--- src/rtl/pvc_pkg.sv ---
`timescale 1ns/1ps
package pvc_pkg;

    typedef enum logic {
        FLUSH_GROUP = 1'b0,
        FLUSH_ALL   = 1'b1
    } flush_kind_e;

endpackage

--- src/rtl/pvc_index.sv ---
`timescale 1ns/1ps
module pvc_index #(
    parameter int ADDR_W  = 32,
    parameter int GRP_W   = 3,
    parameter int IDX_LSB = 5
) (
    input  logic              grp_mode,
    input  logic [GRP_W-1:0]  grp,
    input  logic [ADDR_W-1:0] addr,
    output logic [GRP_W:0]    idx
);
    localparam int IDX_W = GRP_W + 1;

    logic [IDX_W-1:0] idx_grp;
    logic [IDX_W-1:0] idx_flat;

    always_comb begin
        idx_grp  = {addr[IDX_LSB], grp};
        idx_flat = addr[IDX_LSB +: IDX_W];
        idx      = grp_mode ? idx_grp : idx_flat;
    end

endmodule

--- src/rtl/pvc_flush_seq.sv ---
`timescale 1ns/1ps
module pvc_flush_seq
    import pvc_pkg::*;
#(
    parameter int GRP_W = 3
) (
    input  logic             clk,
    input  logic             rst_n,
    input  logic             req_valid,
    input  logic             req_all,
    input  logic [GRP_W-1:0] req_grp,
    output logic             busy,
    output logic             clr_en,
    output logic [GRP_W:0]   clr_idx
);
    localparam int IDX_W = GRP_W + 1;
    localparam int HI_W  = IDX_W - GRP_W;
    localparam int SETS  = 1 << IDX_W;

    typedef struct packed {
        logic              busy;
        flush_kind_e       kind;
        logic [GRP_W-1:0]  grp;
        logic [IDX_W-1:0]  cnt;
    } seq_t;

    seq_t seq_d, seq_q;
    logic last_set;

    always_comb begin
        seq_d   = seq_q;
        clr_en  = 1'b0;
        if (seq_q.kind == FLUSH_ALL) begin
            clr_idx  = seq_q.cnt;
            last_set = (seq_q.cnt == IDX_W'(SETS - 1));
        end else begin
            clr_idx  = {seq_q.cnt[HI_W-1:0], seq_q.grp};
            last_set = &seq_q.cnt[HI_W-1:0];
        end
        if (seq_q.busy) begin
            clr_en    = 1'b1;
            seq_d.cnt = seq_q.cnt + 1'b1;
            if (last_set) begin
                seq_d.busy = 1'b0;
            end
        end else if (req_valid) begin
            seq_d.busy = 1'b1;
            seq_d.kind = req_all ? FLUSH_ALL : FLUSH_GROUP;
            seq_d.grp  = req_grp;
            seq_d.cnt  = '0;
        end
    end

    always_ff @(posedge clk or negedge rst_n) begin
        if (!rst_n) begin
            seq_q <= '0;
        end else begin
            seq_q <= seq_d;
        end
    end

    assign busy = seq_q.busy;

endmodule

--- src/rtl/pvc_line_store.sv ---
`timescale 1ns/1ps
module pvc_line_store #(
    parameter int IDX_W  = 4,
    parameter int LINE_W = 64
) (
    input  logic              clk,
    input  logic              rst_n,
    input  logic              wr_en,
    input  logic [IDX_W-1:0]  wr_idx,
    input  logic [LINE_W-1:0] wr_line,
    input  logic              clr_en,
    input  logic [IDX_W-1:0]  clr_idx,
    input  logic [IDX_W-1:0]  rd_idx,
    output logic [LINE_W-1:0] rd_line
);
    localparam int SETS = 1 << IDX_W;

    logic [LINE_W-1:0] lines_d [SETS];
    logic [LINE_W-1:0] lines_q [SETS];

    always_comb begin
        for (int i = 0; i < SETS; i++) begin
            lines_d[i] = lines_q[i];
        end
        if (wr_en) begin
            lines_d[wr_idx] = wr_line;
        end
        if (clr_en) begin
            lines_d[clr_idx] = '0;
        end
        rd_line = lines_q[rd_idx];
    end

    always_ff @(posedge clk or negedge rst_n) begin
        if (!rst_n) begin
            for (int i = 0; i < SETS; i++) begin
                lines_q[i] <= '0;
            end
        end else begin
            for (int i = 0; i < SETS; i++) begin
                lines_q[i] <= lines_d[i];
            end
        end
    end

endmodule

--- src/rtl/prot_vec_cache.sv ---
`timescale 1ns/1ps
module prot_vec_cache #(
    parameter int ADDR_W  = 32,
    parameter int VEC_W   = 32,
    parameter int GRP_W   = 3,
    parameter int IDX_LSB = 5
) (
    input  logic              clk,
    input  logic              rst_n,
    input  logic              cfg_grp_mode,
    input  logic              lk_valid,
    input  logic [GRP_W-1:0]  lk_grp,
    input  logic [ADDR_W-1:0] lk_addr,
    output logic              rsp_valid,
    output logic              rsp_hit,
    output logic [VEC_W-1:0]  rsp_vec,
    input  logic              fill_valid,
    input  logic [GRP_W-1:0]  fill_grp,
    input  logic [ADDR_W-1:0] fill_addr,
    input  logic [VEC_W-1:0]  fill_vec,
    input  logic              fl_valid,
    input  logic              fl_all,
    input  logic [GRP_W-1:0]  fl_grp,
    output logic              stall
);
    localparam int IDX_W  = GRP_W + 1;
    localparam int TAG_W  = ADDR_W - IDX_LSB;
    localparam int LINE_W = 1 + GRP_W + TAG_W + VEC_W;

    typedef struct packed {
        logic              valid;
        logic [GRP_W-1:0]  grp;
        logic [TAG_W-1:0]  tag;
        logic [VEC_W-1:0]  vec;
    } line_t;

    typedef struct packed {
        logic              valid;
        logic              hit;
        logic [VEC_W-1:0]  vec;
    } rsp_t;

    logic [IDX_W-1:0] lk_idx;
    logic [IDX_W-1:0] fill_idx;
    logic [IDX_W-1:0] clr_idx;
    logic             clr_en;
    logic             busy;
    logic             fill_take;
    line_t            wr_line;
    line_t            rd_line;
    logic [LINE_W-1:0] rd_raw;
    rsp_t             rsp_d, rsp_q;

    pvc_index #(.ADDR_W(ADDR_W), .GRP_W(GRP_W), .IDX_LSB(IDX_LSB)) i_lk_index (
        .grp_mode (cfg_grp_mode),
        .grp      (lk_grp),
        .addr     (lk_addr),
        .idx      (lk_idx)
    );

    pvc_index #(.ADDR_W(ADDR_W), .GRP_W(GRP_W), .IDX_LSB(IDX_LSB)) i_fill_index (
        .grp_mode (cfg_grp_mode),
        .grp      (fill_grp),
        .addr     (fill_addr),
        .idx      (fill_idx)
    );

    pvc_flush_seq #(.GRP_W(GRP_W)) i_flush_seq (
        .clk       (clk),
        .rst_n     (rst_n),
        .req_valid (fl_valid),
        .req_all   (fl_all),
        .req_grp   (fl_grp),
        .busy      (busy),
        .clr_en    (clr_en),
        .clr_idx   (clr_idx)
    );

    always_comb begin
        fill_take     = fill_valid && !busy;
        wr_line.valid = 1'b1;
        wr_line.grp   = fill_grp;
        wr_line.tag   = fill_addr[ADDR_W-1:IDX_LSB];
        wr_line.vec   = fill_vec;
    end

    pvc_line_store #(.IDX_W(IDX_W), .LINE_W(LINE_W)) i_line_store (
        .clk     (clk),
        .rst_n   (rst_n),
        .wr_en   (fill_take),
        .wr_idx  (fill_idx),
        .wr_line (wr_line),
        .clr_en  (clr_en),
        .clr_idx (clr_idx),
        .rd_idx  (lk_idx),
        .rd_line (rd_raw)
    );

    always_comb begin
        rd_line     = line_t'(rd_raw);
        rsp_d.valid = lk_valid && !busy;
        rsp_d.hit   = rsp_d.valid && rd_line.valid
                      && (rd_line.grp == lk_grp)
                      && (rd_line.tag == lk_addr[ADDR_W-1:IDX_LSB]);
        rsp_d.vec   = rsp_d.hit ? rd_line.vec : '0;
    end

    always_ff @(posedge clk or negedge rst_n) begin
        if (!rst_n) begin
            rsp_q <= '0;
        end else begin
            rsp_q <= rsp_d;
        end
    end

    assign rsp_valid = rsp_q.valid;
    assign rsp_hit   = rsp_q.hit;
    assign rsp_vec   = rsp_q.vec;
    assign stall     = busy;

endmodule

--- config.mk ---
export PLATFORM = sky130hd
export DESIGN_NAME = prot_vec_cache
export DESIGN_NICKNAME = d
export VERILOG_FILES = /design/src/rtl/pvc_pkg.sv /design/src/rtl/pvc_index.sv /design/src/rtl/pvc_flush_seq.sv /design/src/rtl/pvc_line_store.sv /design/src/rtl/prot_vec_cache.sv
export SDC_FILE = /design/constraint.sdc
export NUM_CORES = 2
export LEC_CHECK = 0
export ABC_AREA = 1
export BUFFER_PORTS_ARGS = -buffer_cell sky130_fd_sc_hd__buf_2
export CAP_MARGIN = 20
export CORE_ASPECT_RATIO = 1.2
export CORE_MARGIN = 4
export CORE_UTILIZATION = 30
export DETAILED_ROUTE_END_ITERATION = 12
export GPL_ROUTABILITY_DRIVEN = 0
export RECOVER_POWER = 50
export SYNTH_ARGS = -nofsm -noshare
export SYNTH_HDL_FRONTEND = slang
export SYNTH_SLANG_ARGS = --single-unit
--- constraint.sdc ---
create_clock -name clk -period 2.35 [get_ports clk]
set_input_delay 0.1175 -clock clk [delete_from_list [all_inputs] [get_ports clk]]
set_output_delay 0.1175 -clock clk [all_outputs]
set_load 0.02 [all_outputs]
==> key figures <==
Outcome
  – Status: finished clean

STA
  – F_max: 433 MHz
  – Worst-margin pin slew: 1.49 ns
  – Post-route minimum period: 2.31 ns
  – Final hold violations: 0
  – Final Max Tran Viols: 0
  – Final setup margin: 0.0407 ns
  – Period utilisation layout: 98.3%
  – Setup Viol. Count Final: 0
  – RSZ-0062 raised after global routing: no
  – Clk_skew: 0.0334 ns
  – Setup Total Neg Slack: 0 ns
  – Slew HR: 0.635%

Worst setup path
  – Startpoint Class: primary input
  – CP Capture Type: flop
  – Critical path arrival: 2.98 ns
  – CP Class: primary input to flop
  – Critical Path Slowest Stage Cell: buf_4
  – Maximum fanout along the worst path: 24
  – CP cell instances: dlygate4sd3_1, buf_2, inv_1, nand2_1, o21ai_0, buf_4, inv_1, buf_4, nand2_1, buf_12, nor2_4, buf_4, a22oi_1, nor2_1
  – Worst path required time: 3.02 ns
  – Slowest stage delay, CP: 0.57 ns
  – Cell mode on critical path: buf_4

CTS
  – Clk slew on worst S/H paths: 0.06 ns
  – CTS buffer count: 112
  – Clock root buffer: clkbuf_16
  – CTS max path bufs: 3
  – Worst-Skew Late Latency: 0.76 ns
  – H-tree levels: 3
  – CTS tree: built
  – Clock sinks: 1051

Power
  – Sw Share: 37.7%
  – Power Density: 1130 mW/mm²
  – Sw Pwr: 26900 µW
  – Combinational power share: 34.0%
  – Lkg Pwr: 0.0299 µW
  – Part of the power in the clock network: 26.7%
  – Flop pwr share: 39.3%
  – Internal power: 44400 µW
  – VDD IR max: 0.000893 V

Synth
  – Ys Warns: 0
  – Adder-cell share of the synthesized area: 0.0245%
  – #FFs+latches synth: 1051
  – Post-synth top area share: 51.6%
  – Syn avg cell area: 8.56 µm²
  – Syn Nets: 6074
  – Main combinational cell family by area after synthesis: compound AO/OA/AOI/OAI gates
  – Largest cells by area after synthesis: dfrtp_1, nand3_1, nand2_1
  – Fraction of synthesized area in multiplexers: 3.38%
  – Simple-gate share of the synthesized area: 18.2%
  – Sequential fraction of the synthesis area: 51.6%
  – Post-Synthesis Cells: 5961
  – XOR/XNOR Fraction of Synth Area: 0%
  – Compound-cell area share of the yosys netlist: 19.5%
  – Post-synthesis cell area: 0.0510 mm²
  – Post-synth cell types: 36
  – Synth area leader: dfrtp_1

Drt
  – Vias after detailed routing: 50.5k
  – Post-route DRC: 0
  – Initial drt markers: 6867
  – Drt first pass iters: 7
  – Drt via density: 5.90
  – Routed length per placed instance: 26.4 µm
  – ANT nets after route: 0
  – Post-Route WL: 226000 µm

Placement
  – Dpl ws: -0.686 ns
  – # port buffers: 136
  – Post-DP HPWL: 142000 µm
  – Post-Place Cells: 8276

Die
  – Placement Rows: 165
  – Die Y: 460 µm
  – Core ar.: 0.169 mm²
  – Die ar.: 0.177 mm²
  – Initial Util: 30.2%
  – Die width: 384 µm
  – I/O pin count: 147

Global route
  – Vias in the first global route: 49.2k
  – First-pass GRT wire length: 333000 µm
  – Largest net degree at the start of global routing: 158
  – Total grt overflow: 0
  – Gr usage total: 24.9%
  – Initial antenna violation count: 8

Layout
  – Commonest non-fill, non-tap cells in the layout: dfrtp_1, nand2_1, nor2_1
  – Area delta synth->final: 23.3%
  – Share of layout cells above drive strength 1: 13.6%
  – Layout Nets: 6325
  – Non-Filler Instances: 8560
  – Commonest non-fill, non-tap cell in the layout: dfrtp_1

Flow run
  – Max-cap viol count: 0

Hold path
  – Hold WC Path Type: primary input to flop
==> stage by stage <==
step	instance area (µm²)	hold slack [ns]	utilization [%]	total power, µW
after global placement	58400	-0.0116	34.6	51000
after global routing	62900	0.155	37.3	74600
after CTS	63000	0.0385	37.4	70700
final	62900	0.168	37.3	71300
after detailed placement	58400	-0.00589	34.6	51500
after floorplan	51000	-0.178	-	40800
==> worst max-delay path, delay by kind of cell <==
kind	cells	cell delay, ns
AOI/OAI and AO/OA	2	0.38
buffers and inverters	8	1.98
and+or+nand+nor	4	0.47
==> cell families (layout without fill, tap and decap cells) <==
family | after synthesis | after routing
simple gates | 2245 | 2245
other cells | 0 | 2
mux | 172 | 172
buf+inv | 939 | 1282
fa+ha+maj | 1 | 1
compound gates | 1553 | 1553
flops | 1051 | 1051
==> power by group through the flow <==
stage | Clock, µW | Sequential, µW | Combinational [µW]
after floorplan | 0 | 27200 | 13700
after global placement | 0 | 28000 | 23000
after detailed placement | 0 | 28200 | 23300
after CTS | 19100 | 27900 | 23600
after global routing | 19900 | 28700 | 26000
final | 19000 | 28000 | 24200
==> final timing paths <==
| path | from | to | slack [ns] | depth (start not counted) |
|---|---|---|---|---|
| max | fill_grp[2] | i_line_store.lines_q[542]$_DFF_PN0_ | 0.04 | 14 |
| min in group asynchronous | rst_n | i_line_store.lines_q[861]$_DFF_PN0_ | 0.93 | 3 |
| max in group asynchronous | rst_n | rsp_vec[7]$_DFF_PN0_ | 0.17 | 4 |
| min | fill_valid | i_line_store.lines_q[240]$_DFF_PN0_ | 0.17 | 5 |
| min reg2reg | i_flush_seq.seq_q[3]$_DFFE_PN0P_ | i_flush_seq.seq_q[3]$_DFFE_PN0P_ | 0.49 | 1 |
| max reg2reg | i_flush_seq.seq_q[7]$_DFFE_PN0P_ | i_line_store.lines_q[359]$_DFF_PN0_ | 0.10 | 13 |
==> Yosys cell counts (all sizes together) <==
cell type / instances
dfrtp: 1051
nand2: 820
nor2: 790
nand3: 619
a21oi: 416
inv: 383
clkbuf: 369
a22oi: 282
o21ai: 263
o22ai: 253
buf: 179
a221oi: 175
mux2i: 169
a211oi: 97
o211ai: 39
a32o: 21
clkinv: 8
nand3b: 8
a31oi: 4
or2: 4
mux2: 3
nor3: 3
a22o: 1
ha: 1
nand4: 1
o21a: 1
o221ai: 1
==> layer usage <==
| metal | track usage, % | wire, µm |
|---|---|---|
| met2 | 36.9 | 97200 |
| met3 | 6.58 | 27900 |
| met1 | 33.8 | 88700 |
| met5 | 0 | 52 |
| met4 | 12.0 | 12400 |
==> sequential cells by signal (all words and copies together) (netlist names) <==
| register | flops |
|---|---|
| rsp_hit | 1 |
| i_line_store.lines_q | 1008 |
| i_flush_seq.seq_q | 8 |
| rsp_vec | 32 |
| i_flush_seq.busy | 1 |
| rsp_valid | 1 |
==> final cells by class <==
| cell class | count | area, µm² |
|---|---|---|
| tap | 2254 | 2820 |
| sequential | 1051 | 26300 |
| clock inverter | 49 | 633 |
| timing repair buffer | 685 | 7100 |
| multi-input combinational | 3971 | 21300 |
| clock buffer | 157 | 3260 |
| fill | 16900 | 106000 |
| inverter | 391 | 1480 |
| antenna | 2 | 5.00 |
==> timing repair <==
action,CTS,global route
hold buffers,74,0
resized for setup,2,9
hold endpoints to repair,1714,0
setup buffers,0,2
endpoints found under the setup margin,9,115
No activity file was read; power rests on OpenSTA's default activity.
